===== src/rtl/cpg_pkg.sv =====
package cpg_pkg;

    // Instruction class encodings delivered by the decoder
    localparam logic [2:0] OPC_WRITE     = 3'd1;
    localparam logic [2:0] OPC_ERASE     = 3'd2;
    localparam logic [2:0] OPC_ERASE_ALL = 3'd3;
    localparam logic [2:0] OPC_WRITE_ALL = 3'd4;

    typedef enum logic [1:0] {
        ST_IDLE       = 2'd0,
        ST_WAIT_START = 2'd1,
        ST_COUNT      = 2'd2,
        ST_JUDGE      = 2'd3
    } guard_state_t;

endpackage


===== src/rtl/cpg_sync.sv =====
// Multi-stage synchroniser for an asynchronous pin; also exposes the
// previous synchronised level so the user can detect edges.
module cpg_sync #(
    parameter int STAGES = 2
) (
    input  logic clk,
    input  logic rst_n,
    input  logic pin,
    output logic level,
    output logic level_d
);
    logic [STAGES-1:0] chain;

    always_ff @(posedge clk or negedge rst_n) begin
        if (!rst_n) begin
            chain   <= '0;
            level_d <= 1'b0;
        end else begin
            chain   <= {chain[STAGES-2:0], pin};
            level_d <= chain[STAGES-1];
        end
    end

    assign level = chain[STAGES-1];
endmodule


===== src/rtl/cpg_pulse_counter.sv =====
// Saturating up-counter of serial clock pulses.
module cpg_pulse_counter #(
    parameter int CNT_W = 5
) (
    input  logic             clk,
    input  logic             rst_n,
    input  logic             clear,
    input  logic             load,
    input  logic             inc,
    output logic [CNT_W-1:0] count
);
    localparam logic [CNT_W-1:0] CNT_MAX = {CNT_W{1'b1}};
    localparam logic [CNT_W-1:0] CNT_ONE = CNT_W'(1);

    always_ff @(posedge clk or negedge rst_n) begin
        if (!rst_n)                     count <= '0;
        else if (clear)                 count <= '0;
        else if (load)                  count <= CNT_ONE;
        else if (inc && count != CNT_MAX) count <= count + CNT_ONE;
    end


    sat_hold_chk: assert property (@(posedge clk) disable iff (!rst_n)
        (!clear && !load && inc && count == CNT_MAX) |=> (count == CNT_MAX));


    no_wrap_chk: assert property (@(posedge clk) disable iff (!rst_n)
        (!clear && !load) |=> (count >= $past(count)));
endmodule


===== src/rtl/cpg_frame_len.sv =====
// Required frame length per instruction class and organisation.
module cpg_frame_len
    import cpg_pkg::*;
#(
    parameter int CNT_W      = 5,
    parameter int OPC_BITS   = 2,
    parameter int ADDR_NARROW = 9,
    parameter int ADDR_WIDE   = 8,
    parameter int DATA_NARROW = 8,
    parameter int DATA_WIDE   = 16
) (
    input  logic [2:0]       op_class,
    input  logic             org_wide,
    output logic             gated,
    output logic [CNT_W-1:0] len
);
    localparam int WR_NARROW = 1 + OPC_BITS + ADDR_NARROW + DATA_NARROW;
    localparam int WR_WIDE   = 1 + OPC_BITS + ADDR_WIDE + DATA_WIDE;
    localparam int ER_NARROW = 1 + OPC_BITS + ADDR_NARROW;
    localparam int ER_WIDE   = 1 + OPC_BITS + ADDR_WIDE;

    always_comb begin
        gated = 1'b1;
        len   = '0;
        unique case (op_class)
            OPC_WRITE, OPC_WRITE_ALL:
                len = org_wide ? CNT_W'(WR_WIDE) : CNT_W'(WR_NARROW);
            OPC_ERASE, OPC_ERASE_ALL:
                len = org_wide ? CNT_W'(ER_WIDE) : CNT_W'(ER_NARROW);
            default:
                gated = 1'b0;
        endcase
    end
endmodule


===== src/rtl/cpg_guard.sv =====
module cpg_guard
    import cpg_pkg::*;
#(
    parameter int CNT_W       = 5,
    parameter int SYNC_STAGES = 2,
    parameter int OPC_BITS    = 2,
    parameter int ADDR_NARROW = 9,
    parameter int ADDR_WIDE   = 8,
    parameter int DATA_NARROW = 8,
    parameter int DATA_WIDE   = 16
) (
    input  logic       clk,
    input  logic       rst_n,
    input  logic       cs_pin,
    input  logic       sclk_pin,
    input  logic       start_seen,
    input  logic [2:0] op_class,
    input  logic       org_wide,
    output logic       exec_ok
);
    logic cs_q, cs_d, sclk_q, sclk_d;
    logic cs_rise, sclk_rise;
    logic cnt_clear, cnt_load, cnt_inc;
    logic [CNT_W-1:0] cnt;
    logic             gated_now;
    logic [CNT_W-1:0] len_now;
    logic             verdict_q, gated_q;
    logic [CNT_W-1:0] len_q;
    guard_state_t     state, nstate;

    cpg_sync #(.STAGES(SYNC_STAGES)) u_cs_sync (
        .clk(clk), .rst_n(rst_n), .pin(cs_pin), .level(cs_q), .level_d(cs_d));

    cpg_sync #(.STAGES(SYNC_STAGES)) u_sclk_sync (
        .clk(clk), .rst_n(rst_n), .pin(sclk_pin), .level(sclk_q), .level_d(sclk_d));

    assign cs_rise   = cs_q & ~cs_d;
    assign sclk_rise = sclk_q & ~sclk_d;

    assign cnt_clear = cs_rise;
    assign cnt_load  = (state == ST_WAIT_START) && cs_q && start_seen;
    assign cnt_inc   = (state == ST_COUNT) && cs_q && sclk_rise;

    cpg_pulse_counter #(.CNT_W(CNT_W)) u_counter (
        .clk(clk), .rst_n(rst_n), .clear(cnt_clear), .load(cnt_load),
        .inc(cnt_inc), .count(cnt));

    cpg_frame_len #(
        .CNT_W(CNT_W), .OPC_BITS(OPC_BITS),
        .ADDR_NARROW(ADDR_NARROW), .ADDR_WIDE(ADDR_WIDE),
        .DATA_NARROW(DATA_NARROW), .DATA_WIDE(DATA_WIDE)
    ) u_len (
        .op_class(op_class), .org_wide(org_wide),
        .gated(gated_now), .len(len_now));

    // State register
    always_ff @(posedge clk or negedge rst_n) begin
        if (!rst_n) state <= ST_IDLE;
        else        state <= nstate;
    end

    // Next-state logic
    always_comb begin
        nstate = state;
        unique case (state)
            ST_IDLE:       if (cs_q) nstate = ST_WAIT_START;
            ST_WAIT_START: if (!cs_q) nstate = ST_IDLE;
                           else if (start_seen) nstate = ST_COUNT;
            ST_COUNT:      if (!cs_q) nstate = ST_JUDGE;
            ST_JUDGE:      nstate = ST_IDLE;
            default:       nstate = ST_IDLE;
        endcase
    end

    // Verdict capture on deselection
    always_ff @(posedge clk or negedge rst_n) begin
        if (!rst_n) begin
            verdict_q <= 1'b0;
            gated_q   <= 1'b0;
            len_q     <= '0;
        end else if (state == ST_COUNT && !cs_q) begin
            verdict_q <= !gated_now || (cnt == len_now);
            gated_q   <= gated_now;
            len_q     <= len_now;
        end
    end

    // Outputs
    always_comb begin
        exec_ok = (state == ST_JUDGE) && verdict_q;
    end


    pulse_width_chk: assert property (@(posedge clk) disable iff (!rst_n)
        exec_ok |=> !exec_ok);


    permit_deselected_chk: assert property (@(posedge clk) disable iff (!rst_n)
        exec_ok |-> !cs_q);


    exact_len_chk: assert property (@(posedge clk) disable iff (!rst_n)
        (exec_ok && gated_q) |-> (cnt == len_q));


    start_load_chk: assert property (@(posedge clk) disable iff (!rst_n)
        (state == ST_WAIT_START && cs_q && start_seen && !cs_rise) |=> (cnt == CNT_W'(1)));


    select_clear_chk: assert property (@(posedge clk) disable iff (!rst_n)
        cs_rise |=> (cnt == '0));
endmodule


===== config.mk =====
export PLATFORM = sky130hd
export DESIGN_NAME = cpg_guard
export DESIGN_NICKNAME = d
export VERILOG_FILES = /design/src/rtl/cpg_pkg.sv /design/src/rtl/cpg_sync.sv /design/src/rtl/cpg_pulse_counter.sv /design/src/rtl/cpg_frame_len.sv /design/src/rtl/cpg_guard.sv
export SDC_FILE = /design/constraint.sdc
export NUM_CORES = 1
export LEC_CHECK = 0
export BUFFER_PORTS_ARGS = -buffer_cell sky130_fd_sc_hd__buf_4
export CORE_AREA = 8 8 45 47
export CTS_CLUSTER_SIZE = 16
export DETAILED_ROUTE_END_ITERATION = 8
export DIE_AREA = 0 0 53 55
export PLACE_DENSITY = 0.7
export SLEW_MARGIN = 20
export SYNTH_ARGS = -nofsm -noshare
export SYNTH_HDL_FRONTEND = slang
export SYNTH_SLANG_ARGS = --single-unit

===== constraint.sdc =====
create_clock -name clk -period 4.7 [get_ports clk]
set_input_delay 0.705 -clock clk [delete_from_list [all_inputs] [get_ports clk]]
set_output_delay 0.705 -clock clk [all_outputs]
set_load 0.005 [all_outputs]

; Word level (Yosys, flattened, before mapping)
; Index checks and enable logic that the tools add are counted.
[totals]
regBits = 14
wordCells = 52
[op_classes]
addsub = 1
n_eq_ne = 12
muxes = 12
bitwise = 4
n_reduce_logical = 16
[op_table]
columns = cell, n
row1 = $mux W5, 3
row2 = $pmux W5 S2, 1
row3 = $mux W2, 4
row4 = $pmux W2 S4, 1
row5 = $logic_and A1 B1 Y1, 7
row6 = $eq A3 B2 Y1 const B, 2
row7 = $add A5 B1 Y5 const B, 1
row8 = $eq A5 B5 Y1, 1
row9 = $ne A5 B5 Y1 const B, 1
row10 = $eq A2 B2 Y1 const B, 2
row11 = $mux W4, 1
row12 = $reduce_or A2 Y1, 2
row13 = $reduce_or A4 Y1, 1
row14 = $eq A3 B1 Y1 const B, 1
row15 = $eq A3 B3 Y1 const B, 1
row16 = $mux W3, 1
row17 = $ne A3 B3 Y1 const B, 1
row18 = $reduce_and A3 Y1, 1
row19 = $reduce_bool A3 Y1, 1
row20 = $and A1 B1 Y1, 2
row21 = $eq A2 B1 Y1 const B, 1
row22 = $logic_not A1 Y1, 2
row23 = $logic_not A2 Y1, 1
row24 = $ne A2 B1 Y1 const B, 1
row25 = 4 further kinds, 5

; Longest topological paths before layout
[logic_depth]
word_depth = 7
ltp_mapped = 7

; By module
; Synthesis repeated with hierarchy kept, for this count alone.
[unflattened]
hier_cells = 66
area_unflattened_um2 = 704.4
[modules_own_cells]
columns = mod, n_inst, cells_per_inst, area_each_um2, seq_area_each_um2
row1 = cpg_pulse_counter, 1, 24, 265.3, 125.1
row2 = cpg_guard, 1, 25, 217.7, 75.1
row3 = cpg_sync, 2, 3, 75.1, 75.1
row4 = cpg_frame_len, 1, 11, 71.3, 0.0

; Worst setup path after synthesis
; No wires, ideal clock.
[synth_path]
kind = flip-flop to flip-flop
from = register u_counter.count[0]
to = register u_counter.count[0]
setup_time_ps = 122
arrival_time_ps = 1540
setup_slack_ps = 3038
path_stages_with_launch = 8
n_path_buf = 0
cell_sequence = dfrtp_1 -> ha_1 -> and3_1 -> ha_1 -> and4bb_4 -> nand2_4 -> xor2_1 -> a21oi_2
[synth_via]
elab_chain_cells = 4
[synth_lines]
columns = element, line
row1 = from (decl), cpg_pulse_counter.sv:10  ; output logic [CNT_W-1:0] count
row2 = from (signal assigned), cpg_pulse_counter.sv:19  ; else if (inc && count != CNT_MAX) count <= count + CNT_ONE;
row3 = $add A5 B1 Y5, cpg_pulse_counter.sv:19
row4 = $mux W5, cpg_pulse_counter.sv:19
row5 = $mux W5, cpg_pulse_counter.sv:18  ; else if (load) count <= CNT_ONE;
row6 = $mux W5, cpg_pulse_counter.sv:17  ; else if (clear) count <= '0;
; Parallel ways exist; a longest one is shown, timed or not. The select of a mux whose other input is x is not followed.
; A chain may end at the register's enable or synchronous reset.

; Final worst setup path
[layout_path]
from = register u_counter.count[0]
to = register u_counter.count[2]
; Same word-level chain as after synthesis.

==> impl_metrics.py <==
metrics = {
    "power_and_ir_drop": {
        "irDropWorstVdd_v": 0.000201,
        "power.switching_uw": 83.1,
        "power.total_uw": 294,
        "clockPowerShare_pct": 29.1,
        "total_leakage_power_nw": 0.378,
        "p_per_area_nw_per_um2": 379,
        "seq_power_share_pct": 52.5,
        "internal_power_uw": 211,
        "sw_frac_of_total_pct": 28.2,
        "pwr-share-comb_pct": 18.4,
    },
    "cts": {
        "clk_latency_ns": 0.27,
        "cts_sinks": 14,
        "clkTransAtPathRegs_ns": 0.09,
        "cts_resized": 0,
        "cts_buffers": 3,
        "clockBufferDepth": 2,
        "cts-root-buf": "clkbuf_4",
        "hold_buffers": 0,
        "cts_tree": "built",
        "htreeDepth": 1,
        "post_cts_buffers": 0,
    },
    "timing": {
        "period_minus_slack_ns": 1.80,
        "setup_tns_ns": 0,
        "tightest_slew_ns": 0.284,
        "grt_setup_unrepaired": "no",
        "fin_skew_ns": 0.00311,
        "finalMaxSlewViolations": 0,
        "max_slew_margin_pct": 80.8,
        "fmax_ghz": 0.557,
        "finalHoldViolations": 0,
        "setup_violations": 0,
        "finalCritPeriodShare_pct": 38.2,
    },
    "synthesis": {
        "netlist-cell-type-count": 23,
        "ys_seq_area_share_pct": 53.6,
        "ys_ff_latch": 14,
        "postSynthCellCount": 58,
        "synth_area_um2": 653,
        "synth-edff-count": 0,
        "yosysTopAreaCell": "dfrtp_1",
        "synth.area.top_cells": "dfrtp_1 54%, xor2_1 5.4%, ha_1 3.8%, nand3_1 3.1%, and3_1 2.9%",
        "syn_avg_cell_area_um2": 11.3,
        "synthesis.nets": 69,
        "synth-async-reset-ratio_pct": 100,
        "synth_ff_type": "dfrtp_1",
        "yosys_warnings": 0,
        "synth_top_area_share_pct": 53.6,
    },
    "global_routing": {
        "antenna_found_initial": 0,
        "grt_overflow": 0,
        "grt_max_degree": 15,
        "grt_pass1_wl_um": 1860,
        "grt_pass1_vias": 422,
        "grt_util_all_layers_pct": 8.77,
    },
    "worst_setup_path": {
        "reg2reg_from": "u_counter.count[0]",
        "critical_path_class": "flip-flop to flip-flop",
        "crit_end": "u_counter.count[2]",
        "reg2reg_to": "u_counter.count[2]",
        "worstPathRequired_ns": 4.86,
        "crit_path_end_kind": "flip-flop",
        "crit_path_max_fanout": 5,
        "critical_path.startpoint_type": "flip-flop",
        "r2r_cells": 7,
        "arrival_ns": 1.96,
        "startpoint": "u_counter.count[0]",
        "rrSetupSlack_ns": 2.90,
    },
    "layout": {
        "diodes": 0,
        "final_layout_size_suffix_gt1_share_pct": 23.9,
        "syn2layout_area_growth_pct": 19.0,
        "seq_area_um2": 350,
        "final_cell_mix": "14 x dfrtp_1, 9 x buf_4, 5 x nand2_1",
        "n_fill_cell": 134,
        "multi_input_comb_area_um2": 303,
        "nNetsFinal": 83,
        "final_common_cell": "dfrtp_1",
    },
    "route": {
        "via_count": 464,
        "drtIter0Drc": 8,
        "routed_wl_um": 1180,
        "viasPerCell": 5.33,
        "drc": 0,
        "avgRoutedWirePerCell_um": 13.5,
        "ant_nets": 0,
        "dr.pass1.iters": 4,
    },
    "placed_design": {
        "finalWeightedCongestion": 0.857,
        "numPortBuffers": 9,
        "dp_hpwl_um": 877,
    },
    "die": {
        "io_pins": 10,
        "dieArea_um2": 2920,
        "fp.dieW_um": 53,
        "row_count": 14,
        "die_height_um": 55,
        "core_area_um2": 1380,
        "start_util_pct": 47.2,
    },
    "outcome": {
        "status": "finished clean",
    },
    "worst_hold_path": {
        "hp-class": "primary input to asynchronous set/reset pin",
    },
    "job": {
        "max_cap_violations": 0,
    },
}
-- power by group through the flow --
stage | clock network, mW | registers (mW) | logic (mW)
5_1_grt | 0.0925 | 0.158 | 0.0598
6_report | 0.0855 | 0.155 | 0.0542
2_1_floorplan | 0 | 0.152 | 0.0391
3_3_place_gp | 0 | 0.157 | 0.0528
3_5_place_dp | 0 | 0.157 | 0.0546
4_1_cts | 0.0894 | 0.154 | 0.0548
-- synth_stat cells (2+ instances only) --
| master | count |
|---|---|
| nand3_1 | 4 |
| nor2_1 | 4 |
| nand3b_1 | 2 |
| dfrtp_1 | 14 |
| xor2_1 | 4 |
| a21oi_1 | 2 |
| nand2_1 | 5 |
| xnor2_1 | 2 |
| nand2b_1 | 2 |
| ha_1 | 2 |
| and3_1 | 3 |
| o21ai_0 | 3 |
-- worst max-delay path, cell delays in order, from the launching register on --
cell and delay [ns]:
dfrtp_1 0.43, ha_1 0.23, and3_1 0.15, ha_1 0.18, and4bb_4 0.39, nand3_1 0.10, xor2_1 0.15, nor2_1 0.06
-- area by class of cell --
type / instances / area share [%]
multi-input combinational: 44 / 39.0
sequential: 14 / 45.1
tap: 16 / 2.58
clock buffer: 4 / 4.67
timing repair buffer: 9 / 8.70
-- cell families after synthesis --
group           after synthesis  synth area share (%)
fa+ha+maj                     2                  3.83
xor+xnor                      6                  8.05
flops                        14                  53.6
compound gates                9                  8.81
simple gates                 27                  25.7
-- worst min-delay path by stage --
| stage | endpoint | slack (ns) | depth (start not counted) |
|---|---|---|---|
| 2_1_floorplan | u_cs_sync.chain[1] | 0.33 | 0 |
| 3_3_place_gp | u_cs_sync.chain[1] | 0.33 | 0 |
| 3_5_place_dp | u_cs_sync.chain[1] | 0.34 | 0 |
| 4_1_cts | u_sclk_sync.chain[0] | 0.25 | 1 |
| 5_1_grt | u_cs_sync.chain[1] | 0.26 | 1 |
| 6_report | u_cs_sync.chain[1] | 0.26 | 1 |
-- sequential cells by signal, summed over array words and instances (netlist names), named ones only --
signal,count
state,1
verdict_q,1
u_cs_sync.level_d,1
u_sclk_sync.chain,2
u_cs_sync.chain,2
u_sclk_sync.level_d,1
u_counter.count,5
-- routing by layer --
metal / vias to the layer above / wire [µm] / GRT usage, %
met2: 8 / 551 / 13.1
met5: - / 0 / 0
li1: 235 / - / -
met4: 0 / 14 / 5.17
met1: 219 / 535 / 10.6
met3: 2 / 77 / 3.21
-- per-stage QoR --
step | setup slack, ns | hold WS, ns | util, % | instances | cell area (µm²)
floorplan | 3.04 | 0.331 | - | 58 | 653
global placement | 2.96 | 0.334 | 53.5 | 83 | 741
detailed placement | 2.94 | 0.336 | 53.5 | 83 | 741
CTS | 2.92 | 0.255 | 56.1 | 87 | 777
global route | 2.75 | 0.256 | 56.1 | 87 | 777
finish | 2.90 | 0.256 | 56.1 | 87 | 777
Power figures use the tool's default switching activity.
